===== config.mk =====
export PLATFORM = sky130hd
export DESIGN_NAME = dram_page_ctrl
export DESIGN_NICKNAME = d
export VERILOG_FILES = /design/src/rtl/dpc_pkg.sv /design/src/rtl/dpc_refresh_timer.sv /design/src/rtl/dpc_read_return.sv /design/src/rtl/dpc_cmd_guard.sv /design/src/rtl/dram_page_ctrl.sv
export SDC_FILE = /design/constraint.sdc
export NUM_CORES = 1
export LEC_CHECK = 0
export BUFFER_PORTS_ARGS = -buffer_cell sky130_fd_sc_hd__buf_2
export CAP_MARGIN = 20
export CORE_ASPECT_RATIO = 0.9
export CORE_MARGIN = 1.5
export CORE_UTILIZATION = 45
export CTS_CLUSTER_DIAMETER = 100
export DETAILED_ROUTE_END_ITERATION = 10
export PLACE_DENSITY_LB_ADDON = 0.25
export SETUP_SLACK_MARGIN = 0.02
export SYNTH_ARGS = -nofsm -noshare
export SYNTH_HDL_FRONTEND = slang
export SYNTH_HIERARCHICAL = 1
export SYNTH_SLANG_ARGS = --single-unit

===== constraint.sdc =====
create_clock -name clk -period 2.2 [get_ports clk]
set_clock_uncertainty 0.05 [all_clocks]
set_input_delay 0.44 -clock clk [delete_from_list [all_inputs] [get_ports clk]]
set_output_delay 0.44 -clock clk [all_outputs]
set_load 0.03 [all_outputs]

===== src/rtl/dpc_pkg.sv =====
package dpc_pkg;

  // command value equals {row_stb_n, col_stb_n, wr_n}
  typedef enum logic [2:0] {
    C_NOP = 3'b111,
    C_ACT = 3'b011,
    C_RD  = 3'b101,
    C_WR  = 3'b100,
    C_PRE = 3'b010,
    C_REF = 3'b001
  } dpc_cmd_e;

  typedef enum logic [2:0] {
    ST_IDLE,
    ST_OPEN,
    ST_PREW,
    ST_ACTW,
    ST_REFW
  } dpc_state_e;

  function automatic int dpc_max3(input int a, input int b, input int c);
    int m;
    m = (a > b) ? a : b;
    return (m > c) ? m : c;
  endfunction

  // refresh work (recovery plus a closing precharge) must stay under 5%
  function automatic bit dpc_budget_ok(input int busy, input int interval);
    return (busy * 20) < interval;
  endfunction

endpackage


===== src/rtl/dpc_refresh_timer.sv =====
module dpc_refresh_timer #(
  parameter int unsigned INTERVAL = 256
) (
  input  logic clk,
  input  logic rst_n,
  input  logic ref_ack,
  output logic ref_due
);
  localparam int CW = $clog2(INTERVAL + 1);

  logic [CW-1:0] cnt_q;

  always_ff @(posedge clk) begin
    if (!rst_n) begin
      cnt_q   <= CW'(INTERVAL - 1);
      ref_due <= 1'b0;
    end else if (cnt_q == '0) begin
      cnt_q   <= CW'(INTERVAL - 1);
      ref_due <= 1'b1;
    end else begin
      cnt_q <= cnt_q - CW'(1);
      if (ref_ack) ref_due <= 1'b0;
    end
  end


  due_hold_chk: assert property (@(posedge clk) disable iff (!rst_n)
    ref_due && !ref_ack |=> ref_due);

endmodule


===== src/rtl/dpc_read_return.sv =====
module dpc_read_return #(
  parameter int DATA_W = 16,
  parameter int T_CL   = 2
) (
  input  logic              clk,
  input  logic              rst_n,
  input  logic              issue_rd,
  input  logic [DATA_W-1:0] dq_in,
  output logic              rd_valid,
  output logic [DATA_W-1:0] rd_data
);
  logic [T_CL:0] pipe_q;

  always_ff @(posedge clk) begin
    if (!rst_n) begin
      pipe_q   <= '0;
      rd_valid <= 1'b0;
      rd_data  <= '0;
    end else begin
      pipe_q   <= {pipe_q[T_CL-1:0], issue_rd};
      rd_valid <= pipe_q[T_CL];
      if (pipe_q[T_CL]) rd_data <= dq_in;
    end
  end


  rd_pulse_src_chk: assert property (@(posedge clk) disable iff (!rst_n)
    $rose(rd_valid) |-> $past(pipe_q[T_CL]));

endmodule


===== src/rtl/dpc_cmd_guard.sv =====
module dpc_cmd_guard #(
  parameter int T_RCD     = 2,
  parameter int T_RP      = 2,
  parameter int T_RFC     = 4,
  parameter int REF_LIMIT = 266
) (
  input logic clk,
  input logic rst_n,
  input logic row_stb_n,
  input logic col_stb_n,
  input logic wr_n,
  input logic req_ready
);
  localparam int SW = $clog2(REF_LIMIT + 2) + 1;

  logic [2:0] pins;
  logic is_act, is_pre, is_ref, is_col;
  logic bank_open, any_ref;
  logic [SW-1:0] s_act, s_pre, s_ref;

  assign pins   = {row_stb_n, col_stb_n, wr_n};
  assign is_act = (pins == 3'b011);
  assign is_pre = (pins == 3'b010);
  assign is_ref = (pins == 3'b001);
  assign is_col = (pins == 3'b101) || (pins == 3'b100);

  always_ff @(posedge clk) begin
    if (!rst_n) begin
      bank_open <= 1'b0;
      any_ref   <= 1'b0;
      s_act     <= '0;
      s_pre     <= SW'(T_RP);
      s_ref     <= '0;
    end else begin
      if (is_act) bank_open <= 1'b1;
      else if (is_pre) bank_open <= 1'b0;
      if (is_ref) any_ref <= 1'b1;
      s_act <= is_act ? SW'(1) : ((s_act == '1) ? s_act : s_act + SW'(1));
      s_pre <= is_pre ? SW'(1) : ((s_pre == '1) ? s_pre : s_pre + SW'(1));
      s_ref <= is_ref ? SW'(1) : ((s_ref == '1) ? s_ref : s_ref + SW'(1));
    end
  end


  act_closed_chk: assert property (@(posedge clk) disable iff (!rst_n)
    is_act |-> !bank_open);

  act_after_pre_chk: assert property (@(posedge clk) disable iff (!rst_n)
    is_act |-> s_pre >= SW'(T_RP));

  col_open_chk: assert property (@(posedge clk) disable iff (!rst_n)
    is_col |-> bank_open && s_act >= SW'(T_RCD));

  ref_closed_chk: assert property (@(posedge clk) disable iff (!rst_n)
    is_ref |-> !bank_open);

  act_after_ref_chk: assert property (@(posedge clk) disable iff (!rst_n)
    is_act && any_ref |-> s_ref >= SW'(T_RFC));

  ref_deadline_chk: assert property (@(posedge clk) disable iff (!rst_n)
    s_ref <= SW'(REF_LIMIT));

  busy_ready_chk: assert property (@(posedge clk) disable iff (!rst_n)
    (is_act || is_pre || is_ref) |-> !req_ready);

endmodule


===== src/rtl/dram_page_ctrl.sv =====
module dram_page_ctrl #(
  parameter int ADDR_W       = 28,
  parameter int ROW_W        = 14,
  parameter int DATA_W       = 16,
  parameter int T_RCD        = 2,
  parameter int T_CL         = 2,
  parameter int T_RP         = 2,
  parameter int T_RFC        = 4,
  parameter int REF_INTERVAL = 256
) (
  input  logic              clk,
  input  logic              rst_n,
  input  logic              req_valid,
  input  logic              req_write,
  input  logic [ADDR_W-1:0] req_addr,
  input  logic [DATA_W-1:0] req_wdata,
  output logic              req_ready,
  output logic              rd_valid,
  output logic [DATA_W-1:0] rd_data,
  output logic              mem_row_stb_n,
  output logic              mem_col_stb_n,
  output logic              mem_wr_n,
  output logic [ROW_W-1:0]  mem_addr,
  output logic [DATA_W-1:0] mem_dq_o,
  output logic              mem_dq_oe,
  input  logic [DATA_W-1:0] mem_dq_i
);
  import dpc_pkg::*;

  localparam int COL_W     = ADDR_W - ROW_W;
  localparam int T_MAX     = dpc_max3(T_RCD, T_RP, T_RFC);
  localparam int CNT_W     = $clog2(T_MAX + 1);
  localparam int REF_LIMIT = REF_INTERVAL + 2 * T_RP + T_RCD + 4;

  if (!dpc_budget_ok(T_RFC + T_RP, REF_INTERVAL)) begin : g_budget_bad
    $error("refresh work exceeds 5 percent of the refresh interval");
  end
  if (COL_W > ROW_W || T_RCD < 1 || T_RP < 1 || T_RFC < 1 || T_CL < 1) begin : g_geom_bad
    $error("unsupported address split or timing parameter");
  end

  function automatic logic [ROW_W-1:0] row_of(input logic [ADDR_W-1:0] a);
    return a[ADDR_W-1:COL_W];
  endfunction

  function automatic logic [ROW_W-1:0] col_of(input logic [ADDR_W-1:0] a);
    return ROW_W'(a[COL_W-1:0]);
  endfunction

  dpc_state_e        state_q, nxt_state;
  logic [CNT_W-1:0]  cnt_q, nxt_cnt;
  logic              hold_valid_q, hold_write_q;
  logic [ADDR_W-1:0] hold_addr_q;
  logic [DATA_W-1:0] hold_wdata_q;
  logic [ROW_W-1:0]  open_row_q;
  dpc_cmd_e          cmd_q, nxt_cmd;
  logic [ROW_W-1:0]  addr_q, nxt_addr;
  logic [DATA_W-1:0] dq_q, nxt_dq;
  logic              ld_hold, clr_hold, ref_ack, ref_due;
  logic              accept, hit, issue_rd;

  // named internal events
  assign req_ready = (state_q == ST_IDLE || state_q == ST_OPEN) && !hold_valid_q && !ref_due;
  assign accept    = req_valid && req_ready;
  assign hit       = (state_q == ST_OPEN) && (row_of(req_addr) == open_row_q);
  assign issue_rd  = (nxt_cmd == C_RD);

  always_comb begin
    nxt_state = state_q;
    nxt_cnt   = cnt_q;
    nxt_cmd   = C_NOP;
    nxt_addr  = '0;
    nxt_dq    = '0;
    ld_hold   = 1'b0;
    clr_hold  = 1'b0;
    ref_ack   = 1'b0;
    unique case (state_q)
      ST_IDLE: begin
        if (ref_due) begin
          nxt_cmd   = C_REF;
          nxt_state = ST_REFW;
          nxt_cnt   = CNT_W'(T_RFC - 1);
          ref_ack   = 1'b1;
        end else if (accept) begin
          nxt_cmd   = C_ACT;
          nxt_addr  = row_of(req_addr);
          nxt_state = ST_ACTW;
          nxt_cnt   = CNT_W'(T_RCD - 1);
          ld_hold   = 1'b1;
        end
      end
      ST_OPEN: begin
        if (ref_due) begin
          nxt_cmd   = C_PRE;
          nxt_state = ST_PREW;
          nxt_cnt   = CNT_W'(T_RP - 1);
        end else if (accept && hit) begin
          nxt_cmd  = req_write ? C_WR : C_RD;
          nxt_addr = col_of(req_addr);
          nxt_dq   = req_wdata;
        end else if (accept) begin
          nxt_cmd   = C_PRE;
          nxt_state = ST_PREW;
          nxt_cnt   = CNT_W'(T_RP - 1);
          ld_hold   = 1'b1;
        end
      end
      ST_PREW: begin
        if (cnt_q != '0) begin
          nxt_cnt = cnt_q - CNT_W'(1);
        end else if (hold_valid_q) begin
          nxt_cmd   = C_ACT;
          nxt_addr  = row_of(hold_addr_q);
          nxt_state = ST_ACTW;
          nxt_cnt   = CNT_W'(T_RCD - 1);
        end else begin
          nxt_state = ST_IDLE;
        end
      end
      ST_ACTW: begin
        if (cnt_q != '0) begin
          nxt_cnt = cnt_q - CNT_W'(1);
        end else begin
          nxt_cmd   = hold_write_q ? C_WR : C_RD;
          nxt_addr  = col_of(hold_addr_q);
          nxt_dq    = hold_wdata_q;
          nxt_state = ST_OPEN;
          clr_hold  = 1'b1;
        end
      end
      ST_REFW: begin
        if (cnt_q != '0) nxt_cnt = cnt_q - CNT_W'(1);
        else nxt_state = ST_IDLE;
      end
      default: nxt_state = ST_IDLE;
    endcase
  end

  always_ff @(posedge clk) begin
    if (!rst_n) begin
      state_q      <= ST_IDLE;
      cnt_q        <= '0;
      hold_valid_q <= 1'b0;
      hold_write_q <= 1'b0;
      hold_addr_q  <= '0;
      hold_wdata_q <= '0;
      open_row_q   <= '0;
      cmd_q        <= C_NOP;
      addr_q       <= '0;
      dq_q         <= '0;
    end else begin
      state_q <= nxt_state;
      cnt_q   <= nxt_cnt;
      cmd_q   <= nxt_cmd;
      addr_q  <= nxt_addr;
      dq_q    <= nxt_dq;
      if (ld_hold) begin
        hold_valid_q <= 1'b1;
        hold_write_q <= req_write;
        hold_addr_q  <= req_addr;
        hold_wdata_q <= req_wdata;
      end else if (clr_hold) begin
        hold_valid_q <= 1'b0;
      end
      if (nxt_cmd == C_ACT) open_row_q <= nxt_addr;
    end
  end

  assign {mem_row_stb_n, mem_col_stb_n, mem_wr_n} = 3'(cmd_q);
  assign mem_addr  = addr_q;
  assign mem_dq_o  = dq_q;
  assign mem_dq_oe = (cmd_q == C_WR);

  dpc_refresh_timer #(.INTERVAL(REF_INTERVAL)) u_ref (
    .clk(clk), .rst_n(rst_n), .ref_ack(ref_ack), .ref_due(ref_due)
  );

  dpc_read_return #(.DATA_W(DATA_W), .T_CL(T_CL)) u_ret (
    .clk(clk), .rst_n(rst_n), .issue_rd(issue_rd), .dq_in(mem_dq_i),
    .rd_valid(rd_valid), .rd_data(rd_data)
  );

  dpc_cmd_guard #(.T_RCD(T_RCD), .T_RP(T_RP), .T_RFC(T_RFC), .REF_LIMIT(REF_LIMIT)) u_guard (
    .clk(clk), .rst_n(rst_n), .row_stb_n(mem_row_stb_n), .col_stb_n(mem_col_stb_n),
    .wr_n(mem_wr_n), .req_ready(req_ready)
  );


  hit_col_chk: assert property (@(posedge clk) disable iff (!rst_n)
    accept && hit |=> (mem_col_stb_n == 1'b0) && mem_row_stb_n);

  ref_first_chk: assert property (@(posedge clk) disable iff (!rst_n)
    ref_due && state_q == ST_IDLE |=> !mem_row_stb_n && !mem_col_stb_n && mem_wr_n);

endmodule


### Word-level counts from Yosys, hierarchy flattened

Cells that the tools add are included.

| operators by class | value |
|---|---|
| bitwise operators | 1 |
| reductions and logical operators | 18 |
| muxes and demuxes | 54 |
| add/subtract/negate cells | 2 |
| equality and inequality tests | 16 |

Operator list:

| kind | count |
|---|---|
| 14-bit 2-to-1 mux | 7 |
| 3-bit 2-to-1 mux | 22 |
| 14-bit case mux with 4 select lines | 1 |
| 16-bit 2-to-1 mux | 3 |
| 16-bit case mux with 2 select lines | 1 |
| 3-bit case mux with 4 select lines | 2 |
| 3-bit case mux with 5 select lines | 1 |
| 14-bit equality test | 1 |
| 1-bit 2-to-1 mux | 14 |
| 3-bit by 2-bit equality test with 1-bit output (second input constant) | 3 |
| 3-bit equality test (second input constant) | 3 |
| 9-bit logical NOT | 1 |
| 3-bit by 2-bit inequality test with 1-bit output (second input constant) | 3 |
| 9-bit by 1-bit subtractor with 9-bit output (second input constant) | 1 |
| 2-bit inequality test (second input constant) | 3 |
| 6-bit AND reduction | 1 |
| 1-bit logical AND | 5 |
| 2-bit 2-to-1 mux | 2 |
| 4-bit AND reduction | 1 |
| 2-bit nonzero test | 2 |
| 4-bit nonzero test | 1 |
| 2-bit OR reduction | 2 |
| 3-bit by 1-bit equality test with 1-bit output (second input constant) | 1 |
| 3-bit logical NOT | 1 |
| 8 further kinds | 9 |

| storage, ports and cells | value |
|---|---|
| word-level logic and storage cells | 106 |
| bits of input ports | 64 |
| register bits after elaboration | 129 |

### Depth between registers and ports, before layout

| depth | value |
|---|---|
| depth after elaboration | 10 |
| gate-level depth with buffers | 9 |
| mapped depth without buffers | 8 |

### By module

Netlist, hierarchy kept.

Modules (own cells, without submodules):

| module | times used | cells an instance | area an instance (µm²) | seq. area each (µm²) |
|---|---|---|---|---|
| dram_page_ctrl | 1 | 491 | 4523.1 | 1981.9 |
| dpc_read_return | 1 | 60 | 725.7 | 400.4 |
| dpc_refresh_timer | 1 | 42 | 406.6 | 200.2 |

### Worst setup path before layout

OpenSTA, ideal clock, no wires.

| timing path | value |
|---|---|
| path type | register to output |
| from | reg state_q[2] |
| to | out req_ready |
| data required time | 1710 ps |
| path buffers | 2 |
| slack | -10 ps |
| stages on the path, launching flop included | 4 |
| arrival time | 1720 ps |
| cell sequence | dfxtp_1 -> clkbuf_1 -> buf_1 -> nor4_1 |

| on the way | value |
|---|---|
| word-level cells in the longest chain between the ends | 4 |
| elaborated cells on any way between the ends | 5 |

RTL lines:

| element | RTL line | RTL |
|---|---|---|
| start, declared | dram_page_ctrl.sv:50 | `dpc_state_e state_q, nxt_state;` |
| start signal, assigned | dram_page_ctrl.sv:152 | `state_q <= nxt_state;` |
| 3-bit by 1-bit equality test with 1-bit output or 3-bit logical NOT (tied branches) | dram_page_ctrl.sv:63 | `assign req_ready = (state_q == ST_IDLE \|\| state_q == ST_OPEN) && !hold_valid_q && !ref_due;` |
| 1-bit logical OR * | dram_page_ctrl.sv:63 |  |
| 1-bit logical AND * (2 in a row) | dram_page_ctrl.sv:63 |  |
| end, declared | dram_page_ctrl.sv:17 | `output logic req_ready,` |

Every way passes the cells marked *; elsewhere a longest branch is shown, timed or not.

### Worst setup path after layout

| timing path | value |
|---|---|
| from | reg open_row_q[12] |
| to | reg u_ret.pipe_q[0] |

| on the way | value |
|---|---|
| word-level cells in the longest chain between the ends | 7 |

RTL lines:

| element | RTL line | RTL |
|---|---|---|
| start, declared | dram_page_ctrl.sv:55 | `logic [ROW_W-1:0] open_row_q;` |
| start signal, assigned | dram_page_ctrl.sv:165 | `if (nxt_cmd == C_ACT) open_row_q <= nxt_addr;` |
| 14-bit equality test | dram_page_ctrl.sv:65 | `assign hit = (state_q == ST_OPEN) && (row_of(req_addr) == open_row_q);` |
| 1-bit logical AND | dram_page_ctrl.sv:65 |  |
| 1-bit logical AND | dram_page_ctrl.sv:97 | `end else if (accept && hit) begin` |
| 3-bit 2-to-1 mux | dram_page_ctrl.sv:97 |  |
| 3-bit 2-to-1 mux | dram_page_ctrl.sv:93 | `if (ref_due) begin` |
| 3-bit case mux with 4 select lines | dram_page_ctrl.sv:77 | `unique case (state_q)` |
| 3-bit equality test | dram_page_ctrl.sv:66 | `assign issue_rd = (nxt_cmd == C_RD);` |
| named net issue_rd | dram_page_ctrl.sv:60 | `logic accept, hit, issue_rd;` |
| end signal, assigned | dpc_read_return.sv:20 | `pipe_q <= {pipe_q[T_CL-1:0], issue_rd};` |
| end, declared | dpc_read_return.sv:12 | `logic [T_CL:0] pipe_q;` |

The timed path passes the listed nets, and every way through them passes these cells.
A chain may end at the register's enable or synchronous reset.

==> flow_metrics.tcl <==
set metrics [dict create \
    dp_cells 870 \
    yosysSeqAreaShare 0.457 \
    syn_area_um2 5660 \
    drive_gt1_frac 0.282 \
    ios 116 \
    critPathKind "reg -> reg" \
    clock_latency_ns 0.42 \
    slew_headroom 0.607 \
    h-tree-depth 4 \
    cts.clk_slew.worst_paths_ns 0.06 \
    synth_edf_count 0 \
    grt_pass1_wl_um 21600 \
    synthCells 593 \
    whs_endpoint "u_ret/rd_data[8]$_SDFFE_PN0P_" \
    row_count 38 \
    viasPerCell 5.19 \
    grt_pass1_vias 4503 \
    nets 799 \
    first_iter_violations 397 \
    peakVddDrop_v 0.000596 \
    final_cells 905 \
    cts_tree "yes" \
    cp-start-kind "flop" \
    antenna_found_initial 0 \
    area_delta_synth_final_pct 28.3 \
    worst_pin_slew_ns 0.587 \
    end_kind "flop" \
    synth_nets 660 \
    overflow 0 \
    rsz0062_at_grt "yes" \
    required_ns 2.51 \
    hp-start "mem_dq_i[8]" \
    dp_hpwl_um 9130 \
    ctsHoldBuffers 0 \
    maxCapViolCount 0 \
    reg2reg_depth 7 \
    synth_top_area_share 0.457 \
    cts_buffer_depth 2 \
    crit_buf_inv 0 \
    cts-buffers-inserted 17 \
    r2r-start "open_row_q[12]$_SDFFE_PN0N_" \
    gr-usage-all-layers 0.209 \
    power_density_nw_per_um2 929 \
    min_period_ns 2.11 \
    cp_slowest_cell "or4_4" \
    core-area_um2 12200 \
    yosys_warnings 6 \
    diodes 0 \
    async_flop_share 0 \
    globalplace.congestion 0.831 \
    finalSetupTns_ns 0 \
    num_vias 4697 \
    status "finished clean" \
    arrival_ns 2.43 \
    synthTopCellsByCount "129 x dfxtp_1, 83 x nor2b_1, 76 x mux2i_1, 76 x nand2_1, 31 x a22oi_1" \
    root_buffer "clkbuf_16" \
    path_max_fanout 3 \
    hold_depth 3 \
    reg2reg_slack_ns 0.09 \
    synth_top_flop_cell "dfxtp_1" \
    antenna_left 0 \
    r2r_end "u_ret/pipe_q[0]$_SDFF_PN0_" \
    wl_per_cell_um 14.9 \
    fmax_ghz 0.473 \
    synth_most_common_cell "dfxtp_1" \
    die-area_um2 13200 \
    start_util 0.465 \
    drv_slew 0 \
    p_leak_nw 3.06 \
    fin_crit_sh 0.960 \
    hp-class "in -> reg" \
    syn_area_per_cell_um2 9.54 \
    wirelength_um 13500 \
    die_width_um 121 \
    path_delay_family "simple AND/OR/NAND/NOR gates" \
    hold_violations 0 \
    io_buffers 115 \
    firstDrtPassIters 5 \
    cts_sinks 129 \
    ys_ff_latch 129 \
    final_core_util 0.596 \
    drt_drc_violations_left 0 \
    synthTopCellsByArea "dfxtp_1 46%, mux2i_1 13%, nor2b_1 9.2%, nand2_1 5.0%, a22oi_1 4.1%" \
    grt_max_degree 33 \
    yosysTopAreaCell "dfxtp_1" \
    path_cells "xnor2_1 > nand4_1 > or2_1 > or4_4 > a21oi_1 > o21a_1 > and2_1" \
    die-height_um 109 \
    synth.distinct_cells 56 \
    setup_viol 0 \
    critPathMaxStageDelay_ns 0.56 \
]
registers in the layout (all words and copies together) (netlist names):
name,cells
hold_valid_q,1
u_ret/rd_valid,1
hold_wdata_q,16
mem_addr,14
open_row_q,14
mem_dq_o,16
cmd_q,3
u_ret/rd_data,16
u_ref/ref_due,1
hold_addr_q,28
u_ref/cnt_q,9
state_q,3
cnt_q,3
hold_write_q,1
u_ret/pipe_q,3
cell usage in the layout, fill, tap and decap left out, drive strengths merged, types with 2 or more instances in the layout:
cell	n
clkbuf	22
ha	3
nor4	6
nor2b	83
dfxtp	129
o211ai	2
inv	10
nand2	76
o21a	4
bufinv	2
o311a	2
nor2	27
or4	3
a21oi	22
or2	3
or3	3
nand3	6
nand4	5
and3	3
nand4bb	2
nand2b	9
xnor2	14
clkinv	2
a22oi	31
mux2i	76
clkinvlp	3
o22ai	2
o21ai	11
a221oi	2
buf	158
and2	5
nand4b	2
o2bb2ai	2
a221o	2
metrics by stage:
step | power [mW] | setup slack (ns) | hold WS [ns] | instance area [um2]
global route | 7.02 | -0.0149 | 0.234 | 7250
global placement | 3.84 | -0.0986 | 0.342 | 6560
detailed placement | 3.88 | -0.142 | 0.366 | 6560
finish | 6.74 | 0.0876 | 0.229 | 7250
CTS | 6.73 | 0.0493 | 0.213 | 7170
floorplan | 3.49 | 0.157 | 0.330 | 5660
routing by layer:
metal | up-vias | track usage | part of all wire
met5 | - | 0 | 0
met4 | 0 | 0.0866 | 0.018
met3 | 23 | 0.0571 | 0.067
met2 | 178 | 0.341 | 0.46
met1 | 2167 | 0.264 | 0.46
li1 | 2329 | - | -
report_power, final:
group / switching, mW / total, mW / internal, mW
sequential: 0.0960 / 2.59 / 2.49
combinational: 0.714 / 1.31 / 0.595
clock: 1.04 / 2.84 / 1.80
worst max-delay path by stage:
stage,start,end,slack (ns),cells past startpoint
final,open_row_q[12]$_SDFFE_PN0N_,u_ret/pipe_q[0]$_SDFF_PN0_,0.09,7
after global routing,open_row_q[9]$_SDFFE_PN0N_,open_row_q[1]$_SDFFE_PN0N_,-0.01,8
after CTS,open_row_q[6]$_SDFFE_PN0N_,u_ret/pipe_q[0]$_SDFF_PN0_,0.05,7
after detailed placement,req_addr[22],u_ret/pipe_q[0]$_SDFF_PN0_,-0.14,8
after global placement,req_addr[18],u_ret/pipe_q[0]$_SDFF_PN0_,-0.1,8
after floorplan,cnt_q[0]$_SDFFE_PN0P_,open_row_q[10]$_SDFFE_PN0N_,0.16,9
area by class of cell:
class	count	area [um2]
clock buffers	22	484
well taps	160	200
flip-flops and latches	129	2580
multi-input cells	419	2910
repair buffers	158	923
fillers	1074	4920
inverters	7	26.3
clock inverters	10	123
tightest hold or removal path: stages:
cell and delay [ns]:
buf_2 0.08, mux2i_1 0.06, nor2b_1 0.09
what timing repair did:
| action | in CTS | in global routing |
|---|---|---|
| buffers inserted | 0 | 3 |
| gates resized for setup | 1 | 8 |
| pin swaps | 0 | 4 |
| setup endpoints to repair | 1 | 51 |
kinds of logic after synthesis:
logic type,count (synthesis),synth area share
XOR/XNOR,15,0.0272
AO/OA/AOI/OAI,90,0.108
AND/OR/NAND/NOR,235,0.225
multiplexers,76,0.135
adder cells (fa/ha/maj),3,0.00664
buffers and inverters,45,0.0420
flip-flops,129,0.457
Power figures use the tool's default switching activity.
